## config.mk

```make
export PLATFORM = sky130hd
export DESIGN_NAME = fifo_irq_mon
export DESIGN_NICKNAME = d
export VERILOG_FILES = /design/src/rtl/fim_pkg.sv /design/src/rtl/fim_rst_sync.sv /design/src/rtl/fim_thr_reg.sv /design/src/rtl/fim_lvl_cmp.sv /design/src/rtl/fim_tmo_timer.sv /design/src/rtl/fifo_irq_mon.sv
export SDC_FILE = /design/constraint.sdc
export NUM_CORES = 1
export LEC_CHECK = 0
export ABC_AREA = 0
export BUFFER_PORTS_ARGS = -buffer_cell sky130_fd_sc_hd__buf_4
export CELL_PAD_IN_SITES_DETAIL_PLACEMENT = 1
export CELL_PAD_IN_SITES_GLOBAL_PLACEMENT = 1
export CORE_MARGIN = 8
export CORE_UTILIZATION = 36
export CTS_BUF_LIST = sky130_fd_sc_hd__clkbuf_4 sky130_fd_sc_hd__clkbuf_8
export DETAILED_ROUTE_END_ITERATION = 8
export GPL_ROUTABILITY_DRIVEN = 1
export GPL_TIMING_DRIVEN = 0
export HOLD_SLACK_MARGIN = 0.12
export MAX_ROUTING_LAYER = met4
export PLACE_DENSITY = 0.77
export SLEW_MARGIN = 20
export SYNTH_ARGS = -nofsm -noshare
export SYNTH_HDL_FRONTEND = slang
export SYNTH_SLANG_ARGS = --single-unit
```

## constraint.sdc

```tcl
create_clock -name clk_i -period 1.13 [get_ports clk_i]
set_clock_uncertainty 0.2 [all_clocks]
set_input_delay 0.1695 -clock clk_i [delete_from_list [all_inputs] [get_ports clk_i]]
set_output_delay 0.1695 -clock clk_i [all_outputs]
set_load 0.005 [all_outputs]
```

## src/rtl/fim_pkg.sv

```systemverilog
package fim_pkg;

  localparam int unsigned SEL_W   = 2;
  localparam int unsigned NUM_LVL = 1 << SEL_W;

  typedef logic [SEL_W-1:0] thr_sel_t;

  // Fixed, non-linear threshold table indexed by the two-bit select.
  function automatic int unsigned lvl_of(input int unsigned sel);
    case (sel)
      0:       lvl_of = 1;
      1:       lvl_of = 4;
      2:       lvl_of = 8;
      default: lvl_of = 14;
    endcase
  endfunction

endpackage

```

## src/rtl/fim_rst_sync.sv

```systemverilog
module fim_rst_sync #(
  parameter int unsigned STAGES = 2
) (
  input  logic clk_i,
  input  logic rst_ni,
  output logic rst_sync_no
);

  logic [STAGES-1:0] sync_q;
  logic [STAGES-1:0] sync_d;

  always_comb begin
    sync_d = {sync_q[STAGES-2:0], 1'b1};
  end

  always_ff @(posedge clk_i or negedge rst_ni) begin
    if (!rst_ni) sync_q <= '0;
    else         sync_q <= sync_d;
  end

  assign rst_sync_no = sync_q[STAGES-1];

endmodule

```

## src/rtl/fim_thr_reg.sv

```systemverilog
module fim_thr_reg
  import fim_pkg::*;
#(
  parameter int unsigned CTRL_W  = 8,
  parameter int unsigned SEL_LSB = 6
) (
  input  logic              clk_i,
  input  logic              rst_ni,
  input  logic              we_i,
  input  logic [CTRL_W-1:0] data_i,
  output thr_sel_t          sel_o
);

  thr_sel_t sel_q;
  thr_sel_t sel_d;
  logic     sel_en;

  always_comb begin
    sel_en = we_i;
    sel_d  = data_i[SEL_LSB +: SEL_W];
  end

  always_ff @(posedge clk_i or negedge rst_ni) begin
    if (!rst_ni)     sel_q <= '0;
    else if (sel_en) sel_q <= sel_d;
  end

  assign sel_o = sel_q;

endmodule

```

## src/rtl/fim_lvl_cmp.sv

```systemverilog
module fim_lvl_cmp
  import fim_pkg::*;
#(
  parameter int unsigned CNT_W = 5
) (
  input  logic [CNT_W-1:0] count_i,
  input  thr_sel_t         sel_i,
  output logic             hit_o
);

  logic [NUM_LVL-1:0] hit_vec;

  // One comparator per selectable level; the select picks the result.
  for (genvar g = 0; g < NUM_LVL; g++) begin : g_cmp
    localparam int unsigned LVL = lvl_of(g);
    assign hit_vec[g] = (count_i >= CNT_W'(LVL));
  end

  assign hit_o = hit_vec[sel_i];

endmodule

```

## src/rtl/fim_tmo_timer.sv

```systemverilog
module fim_tmo_timer #(
  parameter int unsigned TMO_W = 8,
  parameter int unsigned CNT_W = 5
) (
  input  logic             clk_i,
  input  logic             rst_ni,
  input  logic [CNT_W-1:0] count_i,
  input  logic             wr_i,
  input  logic             rd_i,
  input  logic             tick_i,
  input  logic             clr_i,
  input  logic [TMO_W-1:0] limit_i,
  output logic             flag_o
);

  localparam logic [TMO_W-1:0] ONE = TMO_W'(1);

  logic [TMO_W-1:0] cnt_q, cnt_d;
  logic             flag_q, flag_d;
  logic             cnt_en, flag_en;
  logic             reload, running, expire;

  always_comb begin
    reload  = wr_i | rd_i | (count_i == '0);
    running = tick_i & (cnt_q != '0);
    expire  = ~reload & tick_i & (cnt_q == ONE);

    cnt_en = reload | running;
    cnt_d  = reload ? limit_i : (cnt_q - ONE);

    flag_en = rd_i | clr_i | expire;
    flag_d  = expire;  // a set in the same cycle beats a clear
  end

  always_ff @(posedge clk_i or negedge rst_ni) begin
    if (!rst_ni)     cnt_q <= '0;
    else if (cnt_en) cnt_q <= cnt_d;
  end

  always_ff @(posedge clk_i or negedge rst_ni) begin
    if (!rst_ni)      flag_q <= 1'b0;
    else if (flag_en) flag_q <= flag_d;
  end

  assign flag_o = flag_q;

endmodule

```

## src/rtl/fifo_irq_mon.sv

```systemverilog
module fifo_irq_mon
  import fim_pkg::*;
#(
  parameter int unsigned DEPTH   = 16,
  parameter int unsigned TMO_W   = 8,
  parameter int unsigned CTRL_W  = 8,
  parameter int unsigned SEL_LSB = 6,
  localparam int unsigned CNT_W  = $clog2(DEPTH + 1)
) (
  input  logic              clk_i,
  input  logic              rst_ni,
  input  logic [CNT_W-1:0]  fifo_count_i,
  input  logic              fifo_wr_i,
  input  logic              fifo_rd_i,
  input  logic              tick_i,
  input  logic              tmo_clr_i,
  input  logic [TMO_W-1:0]  tmo_limit_i,
  input  logic              ctrl_we_i,
  input  logic [CTRL_W-1:0] ctrl_data_i,
  output logic              level_irq_o,
  output logic              tmo_irq_o
);

  logic     rst_n;
  thr_sel_t thr_sel;

  fim_rst_sync #(.STAGES(2)) u_rst (
    .clk_i       (clk_i),
    .rst_ni      (rst_ni),
    .rst_sync_no (rst_n)
  );

  fim_thr_reg #(.CTRL_W(CTRL_W), .SEL_LSB(SEL_LSB)) u_thr (
    .clk_i  (clk_i),
    .rst_ni (rst_n),
    .we_i   (ctrl_we_i),
    .data_i (ctrl_data_i),
    .sel_o  (thr_sel)
  );

  fim_lvl_cmp #(.CNT_W(CNT_W)) u_lvl (
    .count_i (fifo_count_i),
    .sel_i   (thr_sel),
    .hit_o   (level_irq_o)
  );

  fim_tmo_timer #(.TMO_W(TMO_W), .CNT_W(CNT_W)) u_tmo (
    .clk_i   (clk_i),
    .rst_ni  (rst_n),
    .count_i (fifo_count_i),
    .wr_i    (fifo_wr_i),
    .rd_i    (fifo_rd_i),
    .tick_i  (tick_i),
    .clr_i   (tmo_clr_i),
    .limit_i (tmo_limit_i),
    .flag_o  (tmo_irq_o)
  );

endmodule

```

==> summary.md <==
| Metric | Value |
|---|---|
| Synth Area per Inst | 9.57 µm² |
| Max Slew Vio Count | 0 |
| Num CTS Buffers | 3 |
| Hold Path Stages | 2 |
| Post-synth top area cell | dfrtp_1 |
| Clock transition at path regs | 80 ps |
| Routed WL | 2690 µm |
| Final Hold Fails | 13 |
| CP Capture Type | register |
| Synth top area share | 0.425 |
| DRC | 0 |
| Asr flop ratio synth | 1.00 |
| Layout cells sized above 1 | 0.462 |
| Yosys cell types | 30 |
| Seq/Total Area, Yosys | 0.425 |
| Tcrit/Tclk final | 1.44 |
| Place WS | -585 ps |
| N_diodes | 0 |
| Setup violations, final | 11 |
| Most used DFF post-synth | dfrtp_1 |
| Vias per cell | 5.01 |
| Starting density of the core | 0.386 |
| Final Util | 0.645 |
| Required @ worst endpoint | 1130 ps |
| Die width | 62.1 µm |
| Mapped Nets | 110 |
| PwrDens | 956 mW/mm² |
| Most common library cells after synthesis | 15 x nand2_1, 13 x dfrtp_1, 7 x nor2_1, 7 x o21ai_0, 5 x a21oi_1 |
| Worst setup SP type | register |
| RePlAce Congestion | 0.782 |
| Leakage | 0.589 nW |
| Synth top area cells | dfrtp_1 42%, nand2_1 7.4%, nor4b_4 6.2% |
| Max_cap viols | 0 |
| Cell Area, Synth | 766 µm² |
| Worst hold path class | input port to register |
| Overflow after GRT | 0 |
| NumNets Final | 161 |
| Die H | 62.1 µm |
| Post-synth EDFFs | 0 |
| DR vias | 787 |
| CTS Hold Bufs | 14 |
| Fmax | 614 MHz |
| Site row count | 16 |
| Port Buf Inserts | 23 |
| I/O pin cnt | 30 |
| Core ar. | 0.00198 mm² |
| Clk sinks | 13 |
| First-pass GRT wire length | 4020 µm |
| Vias in the first global route | 864 |
| Status | finished with violations |
| Failing checks | negative hold slack, negative setup slack |
| Maximum vdd ir drop | 0.946 mV |
| Root Buffer | clkbuf_4 |
| Most common cell in the netlist | nand2_1 |
| Hold_ws | -70.5 ps |
| TritonRoute pass-1 iters | 4 |
| H-tree depth | 1 |
| Worst R2R Path Depth | 6 |
| Clock Latency Late Sink | 300 ps |
| Setup slack after layout | -500 ps |
| RSZ-0062 raised after global routing | true |
| Die area | 0.00386 mm² |
| Gr usage total | 0.133 |
| Initial DRC Count | 16 |
| Pwr Total | 1.22 mW |
| Tmin final | 1630 ps |
| Max clock buf depth | 2 |
| CTS tree | built |
| Initial antenna violation count | 0 |
| Seq cells post-synth | 13 |
| Largest fanout on the critical path | 4 |
| Yosys warns | 0 |
| Area Growth Syn to Fin | 67.0% |
| Largest net degree at the start of global routing | 12 |
| Crit path kind | register to register |
| Final ANT Viol Nets | 0 |
| Post-Synthesis Cells | 80 |
| Critical path arrival | 1630 ps |
| Routed length per instance | 17.1 µm |
-- report_power, final --
group          internal (mW)  switching, mW
logic                  0.210          0.154
registers              0.504         0.0518
clock network          0.132          0.171
-- cells by family (layout without fill, tap and decap cells) --
group	after synthesis	after routing	synth area share
flip-flops	13	13	0.425
XOR/XNOR	2	2	0.0229
other	1	1	0.00490
AO/OA/AOI/OAI	19	19	0.150
multiplexers	5	5	0.0686
adder cells (fa/ha/maj)	2	2	0.0327
AND/OR/NAND/NOR	33	33	0.260
buffers and inverters	5	55	0.0359
-- worst paths after layout --
path                            startpoint         endpoint  slack [ps]
hold reg to reg            u_rst.sync_q[1]   u_tmo.cnt_q[3]         -10
max in group asynchronous           rst_ni  u_rst.sync_q[0]          60
min in group asynchronous  u_rst.sync_q[1]   u_tmo.cnt_q[3]         -10
setup reg to reg            u_tmo.cnt_q[0]   u_tmo.cnt_q[2]        -500
setup / recovery            u_tmo.cnt_q[0]   u_tmo.cnt_q[2]        -500
hold / removal                   ctrl_we_i   u_thr.sel_o[0]         -70
-- metal layers --
layer / track usage / part of all wire / up-vias
li1: - / - / 374
met1: 0.123 / 0.36 / 386
met2: 0.256 / 0.57 / 19
met3: 0.0430 / 0.039 / 8
met4: 0.0292 / 0.032 / 0
met5: - / 0 / -
-- sequential cells by signal (all words and copies together), names as in the netlist --
register,count
u_tmo.flag_o,1
u_thr.sel_o,2
u_tmo.cnt_q,8
u_rst.sync_q,2
-- layout make-up --
type / instances / area (µm²)
multi-input combinational: 62 / 473
clock buffer: 3 / 22.5
fill: 220 / 703
clock inverter: 1 / 5.00
inverter: 3 / 11.3
sequential: 13 / 329
timing repair buffer: 46 / 388
tap: 27 / 33.8
buffer: 2 / 16.3
-- through the flow --
stage / area [µm²] / TNS (ps) / hold WS (ps) / instances
after floorplan: 792 / -2850 / -326 / 80
after global placement: 998 / -4260 / -248 / 130
after detailed placement: 998 / -4580 / -244 / 130
after CTS: 1230 / -4180 / -62.0 / 155
after global routing: 1280 / -5260 / -75.0 / 157
final: 1280 / -4390 / -70.5 / 157
-- placed cells by master, fill, tap and decap left out, types with 2 or more instances in the layout --
cell,instances
inv_2,2
buf_6,3
mux2_2,2
mux2i_1,3
nor2_1,7
dfrtp_1,10
a21oi_2,2
nand2_1,14
clkbuf_4,3
a21oi_1,3
dfrtp_2,3
buf_4,30
o21ai_1,7
nor4b_4,2
dlygate4sd3_1,14
-- worst max-delay path, stage by stage (launching register included) --
cell      delay [ps]
dfrtp_2          390
inv_2             50
ha_4             160
nor4b_4          130
a21boi_2         280
a21oi_2          100
o31ai_2          230
-- what timing repair did --
item | CTS | global route
buffers inserted | 7 | 2
hold endpoints to repair | 24 | 14
pin swaps | 3 | 3
setup endpoints to repair | 11 | 11
resized for setup | 9 | 6
Power figures use the tool's default switching activity.
